--- src/rtl/adc_seq_pkg.sv ---
package adc_seq_pkg;

    parameter int CH_W    = 5;
    parameter int DATA_W  = 10;
    parameter int LOW_W   = 8;
    parameter int REG_W   = 5;
    parameter int MAX_CH  = 26;
    parameter int HOLE_CH = 15;

    // control word bit positions
    parameter int CB_EN    = 0;
    parameter int CB_START = 1;
    parameter int CB_SCAN  = 2;
    parameter int CB_SEQ   = 3;
    parameter int CB_RES10 = 4;

    typedef enum logic [2:0] {
        S_OFF,
        S_STABILIZE,
        S_STANDBY,
        S_LAUNCH,
        S_WAIT_DONE
    } seq_state_t;

    function automatic logic ch_valid(input logic [CH_W-1:0] c);
        return (int'(c) <= MAX_CH) && (int'(c) != HOLE_CH);
    endfunction

    function automatic logic [CH_W-1:0] ch_next(input logic [CH_W-1:0] c);
        logic [CH_W-1:0] n;
        if (int'(c) >= MAX_CH)
            n = '0;
        else if (int'(c) == HOLE_CH - 1)
            n = CH_W'(HOLE_CH + 1);
        else
            n = c + CH_W'(1);
        return n;
    endfunction

endpackage

--- src/rtl/adc_seq_regs.sv ---
module adc_seq_regs
    import adc_seq_pkg::*;
(
    input  logic             clk,
    input  logic             rst_n,
    input  logic             wr_en,
    input  logic             wr_addr,
    input  logic [REG_W-1:0] wr_data,
    input  logic             rd_addr,
    input  logic             clr_start,
    output logic [REG_W-1:0] rd_data,
    output logic             en_q,
    output logic             start_q,
    output logic             scan_q,
    output logic             seq_q,
    output logic             res10_q,
    output logic [CH_W-1:0]  sel_ch_q
);

    logic wr_ctrl;
    logic wr_chan;

    assign wr_ctrl = wr_en && !wr_addr;
    assign wr_chan = wr_en &&  wr_addr;

    always_ff @(posedge clk or negedge rst_n) begin
        if (!rst_n) begin
            en_q    <= 1'b0;
            start_q <= 1'b0;
            scan_q  <= 1'b0;
            seq_q   <= 1'b0;
            res10_q <= 1'b0;
        end else if (wr_ctrl) begin
            en_q    <= wr_data[CB_EN];
            start_q <= wr_data[CB_START] & wr_data[CB_EN];
            scan_q  <= wr_data[CB_SCAN];
            seq_q   <= wr_data[CB_SEQ];
            res10_q <= wr_data[CB_RES10];
        end else if (clr_start || !en_q) begin
            start_q <= 1'b0;
        end
    end

    always_ff @(posedge clk or negedge rst_n) begin
        if (!rst_n)
            sel_ch_q <= '0;
        else if (wr_chan && ch_valid(wr_data[CH_W-1:0]))
            sel_ch_q <= wr_data[CH_W-1:0];
    end

    always_comb begin
        rd_data = '0;
        if (rd_addr) begin
            rd_data[CH_W-1:0] = sel_ch_q;
        end else begin
            rd_data[CB_EN]    = en_q;
            rd_data[CB_START] = start_q;
            rd_data[CB_SCAN]  = scan_q;
            rd_data[CB_SEQ]   = seq_q;
            rd_data[CB_RES10] = res10_q;
        end
    end

endmodule

--- src/rtl/adc_seq_stab.sv ---
module adc_seq_stab #(
    parameter int CYCLES = 250
) (
    input  logic clk,
    input  logic rst_n,
    input  logic arm,
    output logic expired
);

    localparam int CW = $clog2(CYCLES + 1);

    logic [CW-1:0] cnt_q;

    always_ff @(posedge clk or negedge rst_n) begin
        if (!rst_n)
            cnt_q <= '0;
        else if (arm)
            cnt_q <= CW'(CYCLES - 1);
        else if (cnt_q != '0)
            cnt_q <= cnt_q - CW'(1);
    end

    assign expired = (cnt_q == '0);

endmodule

--- src/rtl/adc_seq_chan.sv ---
module adc_seq_chan
    import adc_seq_pkg::*;
#(
    parameter int GROUP = 4
) (
    input  logic            clk,
    input  logic            rst_n,
    input  logic            load,
    input  logic            adv,
    input  logic            scan,
    input  logic [CH_W-1:0] sel_ch,
    output logic [CH_W-1:0] cur_ch,
    output logic            last
);

    localparam int IW = (GROUP > 1) ? $clog2(GROUP) : 1;

    logic [IW-1:0] idx_q;

    always_ff @(posedge clk or negedge rst_n) begin
        if (!rst_n) begin
            cur_ch <= '0;
            idx_q  <= '0;
        end else if (load) begin
            cur_ch <= sel_ch;
            idx_q  <= '0;
        end else if (adv) begin
            cur_ch <= ch_next(cur_ch);
            idx_q  <= idx_q + IW'(1);
        end
    end

    assign last = !scan || (idx_q == IW'(GROUP - 1));

endmodule

--- src/rtl/adc_seq_fsm.sv ---
module adc_seq_fsm
    import adc_seq_pkg::*;
(
    input  logic       clk,
    input  logic       rst_n,
    input  logic       en,
    input  logic       start,
    input  logic       seq,
    input  logic       stab_expired,
    input  logic       conv_done,
    input  logic       last,
    output seq_state_t state,
    output logic       stab_arm,
    output logic       chan_load,
    output logic       chan_adv,
    output logic       launch,
    output logic       capture,
    output logic       clr_start
);

    seq_state_t nxt;

    always_ff @(posedge clk or negedge rst_n) begin
        if (!rst_n)
            state <= S_OFF;
        else
            state <= nxt;
    end

    always_comb begin
        nxt = state;
        if (!en) begin
            nxt = S_OFF;
        end else begin
            unique case (state)
                S_OFF:       nxt = S_STABILIZE;
                S_STABILIZE: if (stab_expired) nxt = S_STANDBY;
                S_STANDBY:   if (start) nxt = S_LAUNCH;
                S_LAUNCH:    nxt = S_WAIT_DONE;
                S_WAIT_DONE: begin
                    if (conv_done) begin
                        if (!last || (seq && start))
                            nxt = S_LAUNCH;
                        else
                            nxt = S_STANDBY;
                    end
                end
                default:     nxt = S_OFF;
            endcase
        end
    end

    always_comb begin
        stab_arm  = 1'b0;
        chan_load = 1'b0;
        chan_adv  = 1'b0;
        launch    = 1'b0;
        capture   = 1'b0;
        clr_start = 1'b0;
        if (en) begin
            unique case (state)
                S_OFF:       stab_arm = 1'b1;
                S_STABILIZE: ;
                S_STANDBY:   chan_load = start;
                S_LAUNCH:    launch = 1'b1;
                S_WAIT_DONE: begin
                    if (conv_done) begin
                        capture = 1'b1;
                        if (!last)
                            chan_adv = 1'b1;
                        else if (seq && start)
                            chan_load = 1'b1;
                        else
                            clr_start = !seq;
                    end
                end
                default: ;
            endcase
        end
    end

endmodule

--- src/rtl/adc_seq_ctrl.sv ---
module adc_seq_ctrl
    import adc_seq_pkg::*;
#(
    parameter int CLK_MHZ = 250,
    parameter int GROUP   = 4
) (
    input  logic              clk,
    input  logic              rst_n,
    input  logic              wr_en,
    input  logic              wr_addr,
    input  logic [REG_W-1:0]  wr_data,
    input  logic              rd_addr,
    output logic [REG_W-1:0]  rd_data,
    output logic              conv_start,
    output logic [CH_W-1:0]   conv_chan,
    output logic              conv_res10,
    input  logic              conv_done,
    input  logic [DATA_W-1:0] conv_data,
    output logic              eoc,
    output logic [DATA_W-1:0] result,
    output logic [CH_W-1:0]   result_chan
);

    localparam int STAB_CYC = (CLK_MHZ < 1) ? 1 : CLK_MHZ;
    localparam int PAD_W    = DATA_W - LOW_W;

    logic            en_q, start_q, scan_q, seq_q, res10_q;
    logic [CH_W-1:0] sel_ch_q;
    logic [CH_W-1:0] cur_ch;
    logic            last;
    logic            stab_expired;
    logic            stab_arm, chan_load, chan_adv, launch, capture, clr_start;
    seq_state_t      state;

    adc_seq_regs u_regs (
        .clk       (clk),
        .rst_n     (rst_n),
        .wr_en     (wr_en),
        .wr_addr   (wr_addr),
        .wr_data   (wr_data),
        .rd_addr   (rd_addr),
        .clr_start (clr_start),
        .rd_data   (rd_data),
        .en_q      (en_q),
        .start_q   (start_q),
        .scan_q    (scan_q),
        .seq_q     (seq_q),
        .res10_q   (res10_q),
        .sel_ch_q  (sel_ch_q)
    );

    adc_seq_stab #(.CYCLES(STAB_CYC)) u_stab (
        .clk     (clk),
        .rst_n   (rst_n),
        .arm     (stab_arm),
        .expired (stab_expired)
    );

    adc_seq_chan #(.GROUP(GROUP)) u_chan (
        .clk    (clk),
        .rst_n  (rst_n),
        .load   (chan_load),
        .adv    (chan_adv),
        .scan   (scan_q),
        .sel_ch (sel_ch_q),
        .cur_ch (cur_ch),
        .last   (last)
    );

    adc_seq_fsm u_fsm (
        .clk          (clk),
        .rst_n        (rst_n),
        .en           (en_q),
        .start        (start_q),
        .seq          (seq_q),
        .stab_expired (stab_expired),
        .conv_done    (conv_done),
        .last         (last),
        .state        (state),
        .stab_arm     (stab_arm),
        .chan_load    (chan_load),
        .chan_adv     (chan_adv),
        .launch       (launch),
        .capture      (capture),
        .clr_start    (clr_start)
    );

    assign conv_start = launch;
    assign conv_chan  = cur_ch;
    assign conv_res10 = res10_q;

    always_ff @(posedge clk or negedge rst_n) begin
        if (!rst_n) begin
            eoc         <= 1'b0;
            result      <= '0;
            result_chan <= '0;
        end else begin
            eoc <= capture;
            if (capture) begin
                result_chan <= cur_ch;
                if (res10_q)
                    result <= conv_data;
                else
                    result <= {{PAD_W{1'b0}}, conv_data[DATA_W-1:PAD_W]};
            end
        end
    end

endmodule

--- config.mk ---
export PLATFORM = sky130hd
export DESIGN_NAME = adc_seq_ctrl
export DESIGN_NICKNAME = d
export VERILOG_FILES = /design/src/rtl/adc_seq_pkg.sv /design/src/rtl/adc_seq_regs.sv /design/src/rtl/adc_seq_stab.sv /design/src/rtl/adc_seq_chan.sv /design/src/rtl/adc_seq_fsm.sv /design/src/rtl/adc_seq_ctrl.sv
export SDC_FILE = /design/constraint.sdc
export NUM_CORES = 1
export LEC_CHECK = 0
export BUFFER_PORTS_ARGS = -buffer_cell sky130_fd_sc_hd__clkbuf_2
export CAP_MARGIN = 40
export CORE_AREA = 10 10 77 112
export DETAILED_ROUTE_END_ITERATION = 8
export DIE_AREA = 0 0 87 122
export GPL_ROUTABILITY_DRIVEN = 0
export PLACE_DENSITY_LB_ADDON = 0.2
export RECOVER_POWER = 50
export SYNTH_ARGS = -nofsm -noshare
export SYNTH_HDL_FRONTEND = slang
export SYNTH_SLANG_ARGS = --single-unit
--- constraint.sdc ---
create_clock -name clk -period 1.6 [get_ports clk]
set_input_delay 0.4 -clock clk [delete_from_list [all_inputs] [get_ports clk]]
set_output_delay 0.4 -clock clk [all_outputs]
set_load 0.03 [all_outputs]
; ---- Yosys cells after proc, flatten, opt, wreduce, memory -nomap -nowiden
; Index checks and enable logic that the tools add are counted.
[word_totals]
word_cells = 88
reg_bits = 44
out_inout_bits = 28
in_bits = 21
[op_classes]
reduce_logical = 20
n_lt_le_gt_ge = 2
n_addsub = 3
n_bitwise = 1
muxes = 39
eq_ne = 10
[ops]
columns = operator, count
row1 = $mux W5, 5
row2 = $mux W1, 23
row3 = $mux W8, 2
row4 = $pmux W3 S5, 1
row5 = $mux W3, 4
row6 = $mux W10, 1
row7 = $ne A3 B3 Y1 const B, 3
row8 = $logic_not A8 Y1, 1
row9 = $reduce_bool A8 Y1, 1
row10 = $sub A8 B1 Y8 const B, 1
row11 = $eq A3 B2 Y1 const B, 2
row12 = $reduce_bool A2 Y1, 3
row13 = $add A5 B1 Y5 const B, 1
row14 = $eq A5 B5 Y1 const B, 1
row15 = $ge A5 B5 Y1 const B, 1
row16 = $le A5 B5 Y1 const B, 1
row17 = $logic_and A1 B1 Y1, 5
row18 = $logic_not A1 Y1, 5
row19 = $ne A5 B5 Y1 const B, 1
row20 = $mux W2, 2
row21 = $eq A3 B1 Y1 const B, 1
row22 = $eq A3 B3 Y1 const B, 1
row23 = $logic_not A3 Y1, 1
row24 = $logic_or A1 B1 Y1, 3
row25 = other kinds (5), 5

; ---- Logic depth before layout (Yosys ltp)
[depth]
ltp_word = 9
mapped_depth = 6
depth_no_buf = 6

; ---- Cells and area by module
; Synthesis repeated with hierarchy kept, for this count alone.
[hier_totals]
hier_cells = 223
hier_area_um2 = 2396.0
[modules_own_cells]
columns = mod, n_inst, area_each_um2, seq_area_each_um2, cells_per_inst
row1 = adc_seq_ctrl, 1, 673.1, 400.4, 55
row2 = adc_seq_regs, 1, 549.3, 250.2, 46
row3 = adc_seq_chan, 1, 483.0, 175.2, 51
row4 = adc_seq_stab, 1, 446.7, 200.2, 43
row5 = adc_seq_fsm, 1, 244.0, 75.1, 28

; ---- Worst setup path before layout
; Ideal clock, no wire load.
[synth_timing]
path_kind = register to register
startpoint = register u_stab.cnt_q[0]
endpoint = register u_stab.cnt_q[6]
t_arrival_ns = 1.646
setup_ns = 0.064
t_required_ns = 1.536
n_path_buf = 0
synth_period_minus_slack_ns = 1.710
stages_incl_launch_ff = 7
path_slack_ns = -0.110
cell_sequence = dfrtp_1 -> inv_1 -> ha_1 -> or3b_1 -> or3_1 -> o31ai_1 -> a21o_1
[synth_via]
elab_chain_cells = 3
word_cells_on_any_way = 5
[synth_lines]
columns = element, line_no
row1 = "start, declared", adc_seq_stab.sv:12  ; logic [CW-1:0] cnt_q;
row2 = "start signal, assigned", adc_seq_stab.sv:18  ; cnt_q <= CW'(CYCLES - 1);
row3 = "start signal, assigned", adc_seq_stab.sv:20  ; cnt_q <= cnt_q - CW'(1);
row4 = $sub A8 B1 Y8, adc_seq_stab.sv:20
row5 = $mux W8, adc_seq_stab.sv:19  ; else if (cnt_q != '0)
row6 = $mux W8, adc_seq_stab.sv:17  ; else if (arm)
; Parallel ways exist; a longest one is shown, timed or not. The select of a mux whose other input is x is not followed.
; A chain may end at the register's enable or synchronous reset.

; ---- Worst setup path in the final report
; Same ends and word-level chain as after synthesis.

==> results_dict.tcl <==
set metrics [dict create \
    syn_area_sq_um 2290 \
    start_util_pct 34.1 \
    drt-initial-drc-count 77 \
    fin_util_pct 46.7 \
    firstDrtPassIters 4 \
    grt_usage_pct 11.3 \
    htree_num_levels 2 \
    antenna_found_initial 0 \
    rsz0062_at_grt "true" \
    powerDensity_nw_per_um2 916 \
    seq_power_share_pct 47.6 \
    critPathBufInv 1 \
    synth_edf_count 0 \
    clock_power_share_pct 25.8 \
    skew_ns 0.00416 \
    power.switching_mw 0.925 \
    critPathKind "flop to flop" \
    grt_pass1_wl_um 9730 \
    ioPinCount 49 \
    combPwrFrac_pct 26.6 \
    start_kind "flop" \
    root_buffer "clkbuf_8" \
    dieArea_sq_um 10600 \
    ant_nets 0 \
    cp.required_ns 1.84 \
    finalWirelength_um 5940 \
    cp_slowest_cell "dfrtp_1" \
    multiInputGateArea_sq_um 1210 \
    min_period_over_period_pct 107 \
    status "finished with violations" \
    setup_slack_ns -0.112 \
    dp_hpwl_um 4150 \
    numClockSinks 44 \
    path_delay_family "simple AND/OR/NAND/NOR gates" \
    cts_hold_buf 0 \
    clockBufferDepth 2 \
    relSlewSlack_pct 26.6 \
    synthArstFlopShare_pct 100 \
    avgViaCountPerCell 4.96 \
    final-seq-area_sq_um 1100 \
    grt_pass1_vias 1997 \
    cp.arrival_ns 1.96 \
    fin_area_sq_um 3140 \
    drv_cap 0 \
    slowest_delay_ns 0.40 \
    ys_seq_elements 44 \
    cts_tree "built" \
    p_int_mw 1.95 \
    violations "negative setup slack" \
    wl_per_cell_um 15.3 \
    cp_max_fo 3 \
    synth-main-ff-cell "dfrtp_1" \
    synth_cells 225 \
    cp-end-kind "flop" \
    yosysSeqAreaShare_pct 48.2 \
    p_leak_nw 1.50 \
    ys.warnings.count 0 \
    die_h_um 122 \
    num_rows 37 \
    dp_cells 366 \
    holdWs_ns 0.339 \
    grt_overflow 0 \
    clkLatencyLatePin_ns 0.30 \
    antenna_cells 0 \
    area_growth_pct 37.2 \
    final_cells 389 \
    worst_pin_slew_ns 1.10 \
    ys_types 51 \
    io_buffer_count 48 \
    ir_worst_vdd_v 0.000618 \
    cts_made_buffers 5 \
    fill_cells 638 \
    hold_viol_final 0 \
    crit_chain "inv_2, ha_2, or3b_4, or3_4, o31ai_4, a21o_1" \
    slew_violations 0 \
    num_vias 1931 \
    syn_nets 251 \
    drc 0 \
    fmax_mhz 584 \
    placedInstanceArea_sq_um 2800 \
    switching_share_pct 32.2 \
    fin_nets 336 \
    hold_path_class "input pin to flop" \
    avgSynthCellArea_sq_um 10.2 \
    layout-drive-gt1-share_pct 43.1 \
    setup_tns_ns -0.120 \
    setup_violations 2 \
    clk_pin_slew_worst_paths_ns 0.08 \
    coreArea_sq_um 6710 \
    grt_max_degree 45 \
    fin_crit_ns 1.71 \
    fp.dieW_um 87 \
]
Yosys cell counts, drive strengths merged, types with 2 or more instances:
library cell	number	area share (%)
nand2	33	5.4
nor2b	3	0.82
o31ai	3	0.99
o21ai	18	3.9
buf	4	0.93
nand3	8	1.8
nor3b	2	0.66
o21a	2	0.66
nor3	5	1.1
inv	7	1.1
or4	2	0.66
dfrtp	44	48
nand3b	2	0.66
mux2i	8	3.5
xnor2	2	0.77
or3b	2	0.77
nand2b	3	0.82
a31oi	4	1.4
a21oi	7	1.5
mux2	14	6.9
a31o	2	0.77
ha	5	2.7
nor2	11	1.8
a211o	2	0.77
or2	3	0.82
clkbuf	7	1.1
or3	3	0.82
o211a	2	0.88
metrics by stage:
stage	worst slack [ns]	total power, mW
after floorplan	-0.0766	1.78
after global placement	-0.0644	2.06
after detailed placement	-0.112	2.07
after CTS	-0.129	2.84
after global routing	-0.174	3.05
final	-0.112	2.87
sequential cells by signal (all words and copies together) (netlist names), 2 cells and up:
signal / count
u_chan.cur_ch: 5
result_chan: 5
u_regs.sel_ch_q: 5
u_chan.idx_q: 2
u_fsm.state: 3
u_stab.cnt_q: 8
result: 10
power by group through the flow:
stage	Sequential, mW	Clock (mW)	Combinational (mW)
floorplan	1.40	0	0.374
global placement	1.38	0	0.680
detailed placement	1.38	0	0.688
CTS	1.36	0.772	0.715
global route	1.39	0.818	0.850
finish	1.37	0.742	0.764
layout make-up:
class | count | share of cell area, %
Multi-Input combinational cell | 163 | 38.5
Sequential cell | 44 | 35.2
Timing Repair Buffer | 89 | 19.4
Tap cell | 78 | 3.11
Clock buffer | 6 | 2.63
Inverter | 7 | 0.838
Clock inverter | 2 | 0.319
layout by cell type (no fill, tap or decap), drive strengths merged, types with 2 or more instances in the layout:
cell type  netlist  layout
a211o            2       2
mux2            14      14
clkinv           0       2
mux2i            8       8
buf              4      40
nand3            8       8
a21oi            7       7
nor2b            3       3
o21a             2       2
clkbuf           7      55
or4              2       2
nor3             5       5
xnor2            2       2
inv              7       7
or3b             2       2
a31o             2       2
nand3b           2       2
or2              3       3
o21ai           18      18
nor2            11      11
nor3b            2       2
nand2           33      33
nand2b           3       3
dfrtp           44      44
or3              3       3
o31ai            3       3
o211a            2       2
a31oi            4       4
ha               5       5
worst paths after layout:
| path | from | end | slack [ns] | cells after the start |
|---|---|---|---|---|
| worst max register to register | u_stab.cnt_q[0] | u_stab.cnt_q[6] | -0.11 | 6 |
| worst min register to register | result[6] | result[6] | 0.48 | 2 |
| max in group asynchronous | rst_n | u_chan.cur_ch[0] | 0.47 | 2 |
| min in group asynchronous | rst_n | result[6] | 0.37 | 2 |
| worst max-delay path | u_stab.cnt_q[0] | u_stab.cnt_q[6] | -0.11 | 6 |
| worst min-delay path | wr_data[3] | u_regs.sel_ch_q[3] | 0.34 | 2 |
logic make-up after synthesis:
logic type | synth area share (%)
xor gates and xnor gates | 0.766
adders and majority gates | 2.74
muxes | 10.4
AOI/OAI and AO/OA | 14.9
buffers and inverters | 3.23
and+or+nand+nor | 19.8
DFF | 48.2
per-layer routing:
metal  part of all wire [%]  GRT usage, %  up-vias  wire (um)
met1                     42          13.1      905       2480
met3                    6.1          3.34        7        365
li1                       -             -      977          -
met4                    1.4          4.27        0         85
met2                     51          18.9       42       3010
met5                      0             0        -          0
what timing repair did:
action | in CTS | in global routing
pin swaps | 2 | 9
cloned | 0 | 2
endpoints found under the setup margin | 11 | 22
setup buffers | 5 | 8
resized for setup | 9 | 33
Note: power is estimated with default switching activity, not from simulation.
